[config.mk]
export PLATFORM = sky130hd
export DESIGN_NAME = qmul_unit
export DESIGN_NICKNAME = d
export VERILOG_FILES = /design/src/rtl/qmul_pkg.sv /design/src/rtl/qmul_opext.sv /design/src/rtl/qmul_core.sv /design/src/rtl/qmul_outreg.sv /design/src/rtl/qmul_unit.sv
export SDC_FILE = /design/constraint.sdc
export NUM_CORES = 1
export LEC_CHECK = 0
export ABC_AREA = 0
export BUFFER_PORTS_ARGS = -buffer_cell sky130_fd_sc_hd__buf_2
export CORE_MARGIN = 2
export CORE_UTILIZATION = 51
export CTS_CLUSTER_SIZE = 25
export DETAILED_ROUTE_END_ITERATION = 7
export MAX_ROUTING_LAYER = met4
export PLACE_DENSITY_LB_ADDON = 0.2
export SETUP_SLACK_MARGIN = 0.2
export SLEW_MARGIN = 20
export SYNTH_ARGS = -nofsm -noshare
export SYNTH_HDL_FRONTEND = slang
export SYNTH_SLANG_ARGS = --single-unit
[constraint.sdc]
create_clock -name clk -period 17.5 [get_ports clk]
set_input_delay 1.75 -clock clk [delete_from_list [all_inputs] [get_ports clk]]
set_output_delay 1.75 -clock clk [all_outputs]
set_load 0.02 [all_outputs]
[src/rtl/qmul_pkg.sv]
package qmul_pkg;
  // Result presentation selected by the mode input.
  typedef enum logic {
    QMUL_INTEGER    = 1'b0,
    QMUL_FRACTIONAL = 1'b1
  } qmul_mode_e;
endpackage

[src/rtl/qmul_opext.sv]
// Widens one operand by a single bit according to its signedness flag.
module qmul_opext #(
  parameter int OP_W = 16,
  localparam int EXT_W = OP_W + 1
) (
  input  logic [OP_W-1:0]  op_in,
  input  logic             is_signed,
  output logic [EXT_W-1:0] op_ext
);
  assign op_ext = {is_signed & op_in[OP_W-1], op_in};
endmodule

[src/rtl/qmul_core.sv]
// Signed (OP_W+1)x(OP_W+1) multiply with integer or doubled-and-clamped output.
module qmul_core
  import qmul_pkg::*;
#(
  parameter int OP_W = 16,
  localparam int EXT_W  = OP_W + 1,
  localparam int PROD_W = 2 * OP_W
) (
  input  logic [EXT_W-1:0]  ext_a,
  input  logic [EXT_W-1:0]  ext_b,
  input  logic              frac_mode,
  output logic [PROD_W-1:0] prod
);
  // Widened form of the most negative signed operand.
  localparam logic [EXT_W-1:0]  NEG_MIN = {2'b11, {(OP_W-1){1'b0}}};
  localparam logic [PROD_W-1:0] POS_MAX = {1'b0, {(PROD_W-1){1'b1}}};

  logic signed [PROD_W-1:0] full;
  logic                     clamp;
  qmul_mode_e               mode;

  // Both widened operands are signed. The product is kept modulo 2^PROD_W,
  // which holds every representable result of the 17x17 multiply.
  assign full  = PROD_W'($signed(ext_a)) * PROD_W'($signed(ext_b));
  assign clamp = (ext_a == NEG_MIN) && (ext_b == NEG_MIN);
  assign mode  = qmul_mode_e'(frac_mode);

  always_comb begin
    case (mode)
      QMUL_FRACTIONAL: prod = clamp ? POS_MAX : {full[PROD_W-2:0], 1'b0};
      default:         prod = full;
    endcase
  end
endmodule

[src/rtl/qmul_outreg.sv]
// Optional output stage: a register with synchronous reset, or a wire.
module qmul_outreg #(
  parameter int W  = 32,
  parameter bit EN = 1'b1
) (
  input  logic         clk,
  input  logic         rst,
  input  logic [W-1:0] d,
  output logic [W-1:0] q
);
  generate
    if (EN) begin : g_reg
      always_ff @(posedge clk) begin
        if (rst) q <= '0;
        else     q <= d;
      end
    end else begin : g_wire
      assign q = d;
    end
  endgenerate
endmodule

[src/rtl/qmul_unit.sv]
// Fractional/integer multiplier with per-operand signedness and accumulator-width output.
module qmul_unit #(
  parameter int OP_W    = 16,
  parameter int ACC_W   = 40,
  parameter bit OUT_REG = 1'b1,
  localparam int EXT_W   = OP_W + 1,
  localparam int PROD_W  = 2 * OP_W,
  localparam int GUARD_W = ACC_W - PROD_W
) (
  input  logic              clk,
  input  logic              rst,
  input  logic [OP_W-1:0]   op_a,
  input  logic [OP_W-1:0]   op_b,
  input  logic              a_is_signed,
  input  logic              b_is_signed,
  input  logic              frac_mode,
  output logic [PROD_W-1:0] prod_o,
  output logic [ACC_W-1:0]  acc_o
);
  logic [EXT_W-1:0]  ext_a;
  logic [EXT_W-1:0]  ext_b;
  logic [PROD_W-1:0] prod_c;

  qmul_opext #(.OP_W(OP_W)) u_ext_a (
    .op_in(op_a), .is_signed(a_is_signed), .op_ext(ext_a)
  );

  qmul_opext #(.OP_W(OP_W)) u_ext_b (
    .op_in(op_b), .is_signed(b_is_signed), .op_ext(ext_b)
  );

  qmul_core #(.OP_W(OP_W)) u_core (
    .ext_a(ext_a), .ext_b(ext_b), .frac_mode(frac_mode), .prod(prod_c)
  );

  // Only the narrow product is stored. The guard bits are derived after the register.
  qmul_outreg #(.W(PROD_W), .EN(OUT_REG)) u_outreg (
    .clk(clk), .rst(rst), .d(prod_c), .q(prod_o)
  );

  assign acc_o = {{GUARD_W{prod_o[PROD_W-1]}}, prod_o};
endmodule

==> out/metrics.cfg, run 1 <==
[run_status]
run_status = finished clean

[sta]
report.final.hold_viol_count = 0
setup_viol = 0
period_minus_slack_ns = 8.140
tns_ns = 0
finalMaxSlewViolations = 0
fin_crit_sh = 0.4652
max_freq_ghz = 0.1228
slew_headroom = 0.4766
tightest_slew_ns = 0.7852
rsz0062_at_grt = no

[min_path]
holdPathStages = 3
hold_class = in2reg
hold_end = u_outreg.q[21]
min-delay-start = frac_mode

[cells_and_area]
final_cell_mix = inv_1, fa_1, nand2_1
drive_gt1_frac = 0.09897
reg_top3 = u_outreg.q: 32 flops
nets = 1755
area_growth_pct = 4.665
final_common_cell = inv_1
regMostFlops = u_outreg.q
final_area_sq_mm = 0.01255
largest_register_ffs = 32
diodes = 0

[worst_setup_path]
end_kind = register
path_cells = buf_2 > and2_1 > nand2_1 > inv_1 > fa_1 > inv_1 > fa_1 > inv_1 > fa_1 > fa_1 > fa_1 > fa_1 > ha_1 > a21oi_1 > nor2b_1 > a211oi_1 > a2bb2oi_1 > o21ai_1 > o41ai_1 > or4_1 > o311ai_1
cp-start-kind = input pin
crit_top_cell = fa_1
cp.arrival_ns = 8.27
critPathMaxFanout = 25
worstSetupPathType = in2reg
required_ns = 17.63
critPathMaxStageDelay_ns = 0.92
critPathSlowestCell = fa_1

[route]
drcViolationCount = 0
post_drt_wl_per_cell_um = 17.77
postRouteAntennaNets = 0
viasPerCell = 5.261
vias = 8802
drtIter0Drc = 477
first_pass_iters = 6
drt_wl_total_um = 29730

[yosys]
ys_seq_area_frac = 0.05344
synth_top_family_by_area = adder cells
synthSimpleGateAreaFrac = 0.1608
syn_area_sq_mm = 0.01199
syn_nets = 1741
ys.flop_type = dfxtp_1
ys_warn_count = 0
ys_async_sr_fraction = 0
syn_avg_cell_area_sq_um = 8.946
synth_fa_ha_area_frac = 0.5565
synth-edff-count = 0
synth_mux_area_frac = 0
synthCells = 1340
synth_xor_area_frac = 0.02776
yosys_register_bits = 32
synth_compound_area_frac = 0.05751
synth_cell_type_count = 53

[clock_tree]
h-tree-depth = 2
cts_buffer_depth = 2
clock_sinks = 32
post-cts-setup-buffers = 0
path_clk_slew_ns = 0.05
cts_tree = done
cts_resized = 0
hold_buffers = 0
cts_inserted_buffers = 5
cts_root_buffer = clkbuf_16

[global_routing]
grt_usage = 0.2692
grt_pass1_vias = 9544
antenna_found_initial = 1
grt.overflow.total = 0
grt_max_degree = 35
grt_pass1_wl_um = 49340

[floorplan]
fp.dieH_um = 157.3
die-area_sq_mm = 0.02475
dieWidth_um = 157.3
row_count = 56
start_util = 0.5153
io_pins = 109
core_area_sq_mm = 0.02326

[placed_design]
io_buffers = 108
dpl.hpwl_um = 23100
gp_congestion = 0.8690
place_area_sq_mm = 0.01239

[flow_run]
drv_cap = 0

[logic make-up (layout without fill, tap and decap cells)]
family                   Yosys count  after routing
AO/OA/AOI/OAI                     96             96
XOR/XNOR                          38             38
adder cells (fa/ha/maj)          364            364
buffers and inverters            418            432
flip-flops                        32             32
AND/OR/NAND/NOR                  392            392
[layout make-up]
type | instances | area, sq um
Sequential cell | 32 | 640.6
Multi-Input combinational cell | 890 | 9624
Fill cell | 2218 | 10720
Clock buffer | 7 | 152.6
Timing Repair Buffer | 108 | 540.5
Inverter | 317 | 1190
Tap cell | 319 | 399.1
[per-layer routing]
| layer | part of all wire | global-route usage |
|---|---|---|
| met5 | 0 | - |
| met4 | 0.042 | 0.09351 |
| met3 | 0.052 | 0.03221 |
| met2 | 0.49 | 0.4508 |
| met1 | 0.41 | 0.3406 |
[metrics by stage]
| stage | util | hold slack, ns | setup slack (ns) | cells |
|---|---|---|---|---|
| after floorplan | - | 1.939 | 9.959 | 1340 |
| after global placement | 0.5327 | 2.179 | 9.195 | 1666 |
| after detailed placement | 0.5327 | 2.180 | 9.118 | 1666 |
| after CTS | 0.5393 | 1.929 | 9.356 | 1673 |
| after global routing | 0.5394 | 1.983 | 8.848 | 1673 |
| final | 0.5394 | 1.946 | 9.360 | 1673 |
[synth_stat cells (14+ instances only)]
cell,instances,area share
inv_1,317,0.099
fa_1,282,0.47
nand2_1,154,0.048
and2_1,122,0.064
ha_1,82,0.086
clkbuf_1,57,0.018
nor2_1,54,0.017
buf_4,41,0.026
dfxtp_1,32,0.053
a211oi_1,22,0.014
xor2_1,20,0.015
a21oi_1,19,0.0079
xnor2_1,18,0.013
o21ai_0,14,0.0058
[how the worst max path moves through the flow]
stage	from	end	slack (ns)	cells after the start
final	op_a[15]	u_outreg.q[31]	9.36	21
after global routing	op_a[15]	u_outreg.q[31]	8.85	21
after CTS	op_a[15]	u_outreg.q[31]	9.36	21
after detailed placement	op_a[15]	u_outreg.q[31]	9.12	21
after global placement	op_a[15]	u_outreg.q[31]	9.20	21
after floorplan	a_is_signed	u_outreg.q[31]	9.96	21
[worst max-delay path: cells and delay by family]
family                   cells  cell delay [ns]
AO/OA/AOI/OAI                6             1.40
AND/OR/NAND/NOR              4             0.71
adder cells (fa/ha/maj)      7             3.78
buffers and inverters        4             0.62
Power of run 1 is left out: the tool's default activity adds up to more than one toggle a clock period on the data nets, which glitch-free logic cannot reach.
==> inputs of run 2 (changes only) <==
clock period = 7.3 ns   (was 17.5 ns; I/O delays follow)
==> run 2 against run 1 <==
  * Die area stayed put
  * Non-clock buffer count increased by 9
  * Largest cell class unchanged
  * Sequential share of layout area about the same
  * Critical path depth rose by 1
  * Core utilization increased by 0.29 points
  * Sequential cell count did not move
  * Worst hold slack worse by 1.0 ns
  * Final cell count increased by 0.60%
  * Via count is 0.53% lower
  * Wire length decreased by 2.4%
==> out/metrics.cfg, run 2 (synthesized netlist as in run 1, its figures left out) <==
[floorplan]
die-area_sq_mm = 0.02475
row_count = 56
start_util = 0.5153
dieWidth_um = 157.3
io_pins = 109
core_area_sq_mm = 0.02326
fp.dieH_um = 157.3

[worst_setup_path]
cpLargestDelayFamily = adder cells
end_kind = register
path_cells = buf_2 > nand2_1 > fa_1 > inv_1 > fa_1 > inv_1 > fa_1 > inv_1 > fa_1 > fa_1 > inv_1 > fa_1 > inv_1 > ha_1 > a211oi_1 > o21ai_1 > a211oi_1 > a2bb2oi_1 > o21ai_1 > o41ai_1 > or4_1 > o311ai_1
cp.arrival_ns = 6.81
cp-start-kind = input pin
critPathSlowestCell = fa_1
crit_buf_inv = 6
crit_top_cell = fa_1
worstSetupPathType = in2reg
critPathMaxFanout = 18
critPathMaxStageDelay_ns = 0.56
required_ns = 7.44

[sta]
report.final.hold_viol_count = 0
slew_headroom = 0.5166
tns_ns = 0
setup_viol = 0
setup_slack_ns = 0.6357
period_minus_slack_ns = 6.664
rsz0062_at_grt = no
tightest_slew_ns = 0.7243
finalMaxSlewViolations = 0
max_freq_ghz = 0.1501
fin_crit_sh = 0.9129

[cells_and_area]
regMostFlops = u_outreg.q
finalCoreUtilization = 0.5423
drive_gt1_frac = 0.1056
final_area_sq_mm = 0.01261
nets = 1764
area_growth_pct = 5.229
reg_top3 = u_outreg.q: 32 flops
final_common_cell = inv_1
largest_register_ffs = 32
final_cell_mix = inv_1, fa_1, nand2_1
diodes = 0

[clock_tree]
path_clk_slew_ns = 0.05
cts_root_buffer = clkbuf_16
cts_inserted_buffers = 5
cts_tree = done
cts_buffer_depth = 2
clock_sinks = 32
h-tree-depth = 2

[placed_design]
place_area_sq_mm = 0.01246
io_buffers = 108
dpl.hpwl_um = 23680
gp_congestion = 0.8937
dp_slack_ns = 0.3035

[route]
post_drt_wl_per_cell_um = 17.24
drt_wl_total_um = 29010
drtIter0Drc = 402
viasPerCell = 5.202
vias = 8755
drcViolationCount = 0
first_pass_iters = 4
postRouteAntennaNets = 0

[global_routing]
grt.overflow.total = 0
grt_pass1_vias = 9571
grt_usage = 0.2639
grt_pass1_wl_um = 48580
grt_max_degree = 35
antenna_found_initial = 1

[min_path]
hold_class = in2reg

[run_status]
run_status = finished clean

[flow_run]
drv_cap = 0

-- run 2: final timing paths --
kind	end	from	depth (start not counted)
worst max-delay path	u_outreg.q[31]	op_b[4]	22
worst min-delay path	u_outreg.q[21]	frac_mode	3
-- run 2: per-layer routing --
layer  vias to the layer above  global-route usage  routed length, um
li1                       3971                   -                  -
met2                       217              0.4779              15370
met5                         -                   -                  0
met1                      4514              0.3121              11430
met3                        53             0.02726               1228
met4                         0             0.07532                987
-- run 2: area by class of cell --
cell class	count	area, sq um
clock buffer	7	142.6
clock inverter	1	7.507
fill	2226	10650
inverter	317	1190
multi-input combinational	890	9627
sequential	32	640.6
tap	319	399.1
timing repair buffer	117	608.1
-- run 2: metrics by stage --
stage	hold slack, ns	std cells
2_1_floorplan	0.9191	1340
3_3_place_gp	1.159	1675
3_5_place_dp	1.159	1675
4_1_cts	0.9128	1683
5_1_grt	0.9476	1683
6_report	0.9170	1683
-- run 2: timing repair --
| item | 4_1_cts | 5_1_grt |
|---|---|---|
| endpoints found under the setup margin | 0 | 3 |
| setup buffers | 0 | 0 |
| resized for setup | 0 | 1 |
| hold buffers | 0 | 0 |
Power of run 2 is left out for the same reason.
==> inputs of run 3 (changes only) <==
ABC_AREA = 1   (was 0)
==> run 3 against run 2 <==
  * Wire length rose by 14%
  * Critical path type unchanged
  * Worst setup slack improved by 0.26 ns
  * Die area rose by 7.8%
  * Critical endpoint is now u_outreg.q[26]
  * Final cell count increased by 21%
  * Largest cell class unchanged
  * Worst hold slack got worse by 0.14 ns
  * Count of clock-buffer cells in the layout stayed put
==> out/metrics.cfg, run 3 <==
[run_status]
run_status = finished clean

[global_routing]
grt.overflow.total = 0
grt_pass1_wl_um = 55930
grt_max_degree = 27
grt_usage = 0.2793
grt_pass1_vias = 10830
antenna_found_initial = 0

[sta]
report.final.hold_viol_count = 0
tightest_slew_ns = 0.6899
slew_headroom = 0.5396
setup_viol = 0
period_minus_slack_ns = 6.406
max_freq_ghz = 0.1561
finalMaxSlewViolations = 0
rsz0062_at_grt = no
fin_crit_sh = 0.8776
tns_ns = 0

[yosys]
synth_area_leaders = fa_1, inv_1, nand2_1
ys.flop_type = dfxtp_1
ys_seq_area_frac = 0.04947
synth-edff-count = 0
synth_top_area_share = 0.4359
ys_warn_count = 0
yosysTopAreaCell = fa_1
ys_async_sr_fraction = 0
synth.most_common_cell = inv_1
syn_nets = 2097
syn_area_sq_mm = 0.01295
synth_cell_type_count = 42
synthTopCellsByCount = inv_1, nand2_1, fa_1
synthCells = 1696
yosys_register_bits = 32
syn_avg_cell_area_sq_um = 7.636

[clock_tree]
path_clk_slew_ns = 0.05
cts_root_buffer = clkbuf_16
cts_tree = done
hold_buffers = 0
cts_buffer_depth = 2
h-tree-depth = 2
cts_inserted_buffers = 5
clock_sinks = 32
cts_resized = 0
post-cts-setup-buffers = 0

[route]
post_drt_wl_per_cell_um = 16.17
vias = 10140
first_pass_iters = 5
drcViolationCount = 0
drtIter0Drc = 659
postRouteAntennaNets = 0
viasPerCell = 4.977
drt_wl_total_um = 32930

[cells_and_area]
drive_gt1_frac = 0.08675
largest_register_ffs = 32
finalCoreUtilization = 0.5375
nets = 2106
regMostFlops = u_outreg.q
final_common_cell = inv_1
area_growth_pct = 3.913
final_cell_mix = inv_1, nand2_1, fa_1
reg_top3 = u_outreg.q: 32 flops
final_area_sq_mm = 0.01346

[worst_setup_path]
critPathSlowestCell = fa_1
end_kind = register
required_ns = 7.52
crit_top_cell = fa_1
critPathMaxStageDelay_ns = 0.85
worstSetupPathType = in2reg
critPathMaxFanout = 15
cpLargestDelayFamily = adder cells
cp-start-kind = input pin
cp-startpoint = a_is_signed
crit_buf_inv = 4
cp.arrival_ns = 6.63
path_cells = buf_2 > nand2_2 > nor2_1 > fa_1 > inv_1 > fa_1 > inv_1 > fa_1 > fa_1 > fa_1 > fa_1 > ha_1 > nand2_1 > nor2_1 > inv_1 > nor2_1 > nand3_1 > a31o_1 > nand3_2 > nand2_1 > nor2_1

[floorplan]
row_count = 58
fp.dieH_um = 163.4
start_util = 0.5172
io_pins = 109
core_area_sq_mm = 0.02504
die-area_sq_mm = 0.02668
dieWidth_um = 163.4

[placed_design]
place_area_sq_mm = 0.01327
io_buffers = 108
gp_congestion = 0.8956
dpl.hpwl_um = 27640

[min_path]
min-delay-start = rst
hold_class = in2reg

[flow_run]
drv_cap = 0

[run 3: cell count changes in the layout (fill, tap and decap cells not counted), sizes merged, moves of 11 or more]
| cell | before | now |
|---|---|---|
| nand2 | 154 | 392 |
| xnor2 | 18 | 7 |
| inv | 317 | 505 |
| and2 | 122 | 0 |
| o21ai | 19 | 40 |
| a21oi | 19 | 43 |
| nor2 | 54 | 93 |
| a211oi | 22 | 1 |
| nand3 | 8 | 35 |
[run 3: worst paths after layout]
kind             end  slack, ns  cells after the start
min   u_outreg.q[31]       0.78                      2
max   u_outreg.q[26]       0.89                     21
[run 3: metrics by stage]
| step | std cells | hold WS, ns | setup slack (ns) |
|---|---|---|---|
| after floorplan | 1696 | 0.7991 | 1.239 |
| after global placement | 2028 | 1.059 | 0.6792 |
| after detailed placement | 2028 | 1.060 | 0.6637 |
| after CTS | 2036 | 0.7626 | 0.9240 |
| after global routing | 2036 | 0.7672 | 0.4520 |
| final | 2037 | 0.7792 | 0.8938 |
[run 3: cell type report]
cell class / instances / area [sq um]
Fill cell: 2445 / 11580
Antenna cell: 1 / 2.502
Sequential cell: 32 / 640.6
Timing Repair Buffer: 115 / 593.1
Clock inverter: 1 / 30.03
Tap cell: 330 / 412.9
Inverter: 506 / 1901
Clock buffer: 7 / 152.6
Multi-Input combinational cell: 1045 / 9724
[run 3: cells by family after synthesis]
family | synth area share
buffers and inverters | 0.1998
DFF | 0.04947
and+or+nand+nor | 0.1765
adders and majority gates | 0.5152
xor gates and xnor gates | 0.01623
AOI/OAI and AO/OA | 0.04280
[run 3: routing by layer]
metal	vias to the layer above	wire length (um)	share of wire	GRT usage
met1	5056	14050	0.43	0.3684
met3	36	1727	0.052	0.03022
met4	0	690	0.021	0.05189
met5	-	0	0	-
li1	4774	-	-	-
met2	273	16460	0.50	0.4728
Power of run 3 is left out for the same reason.
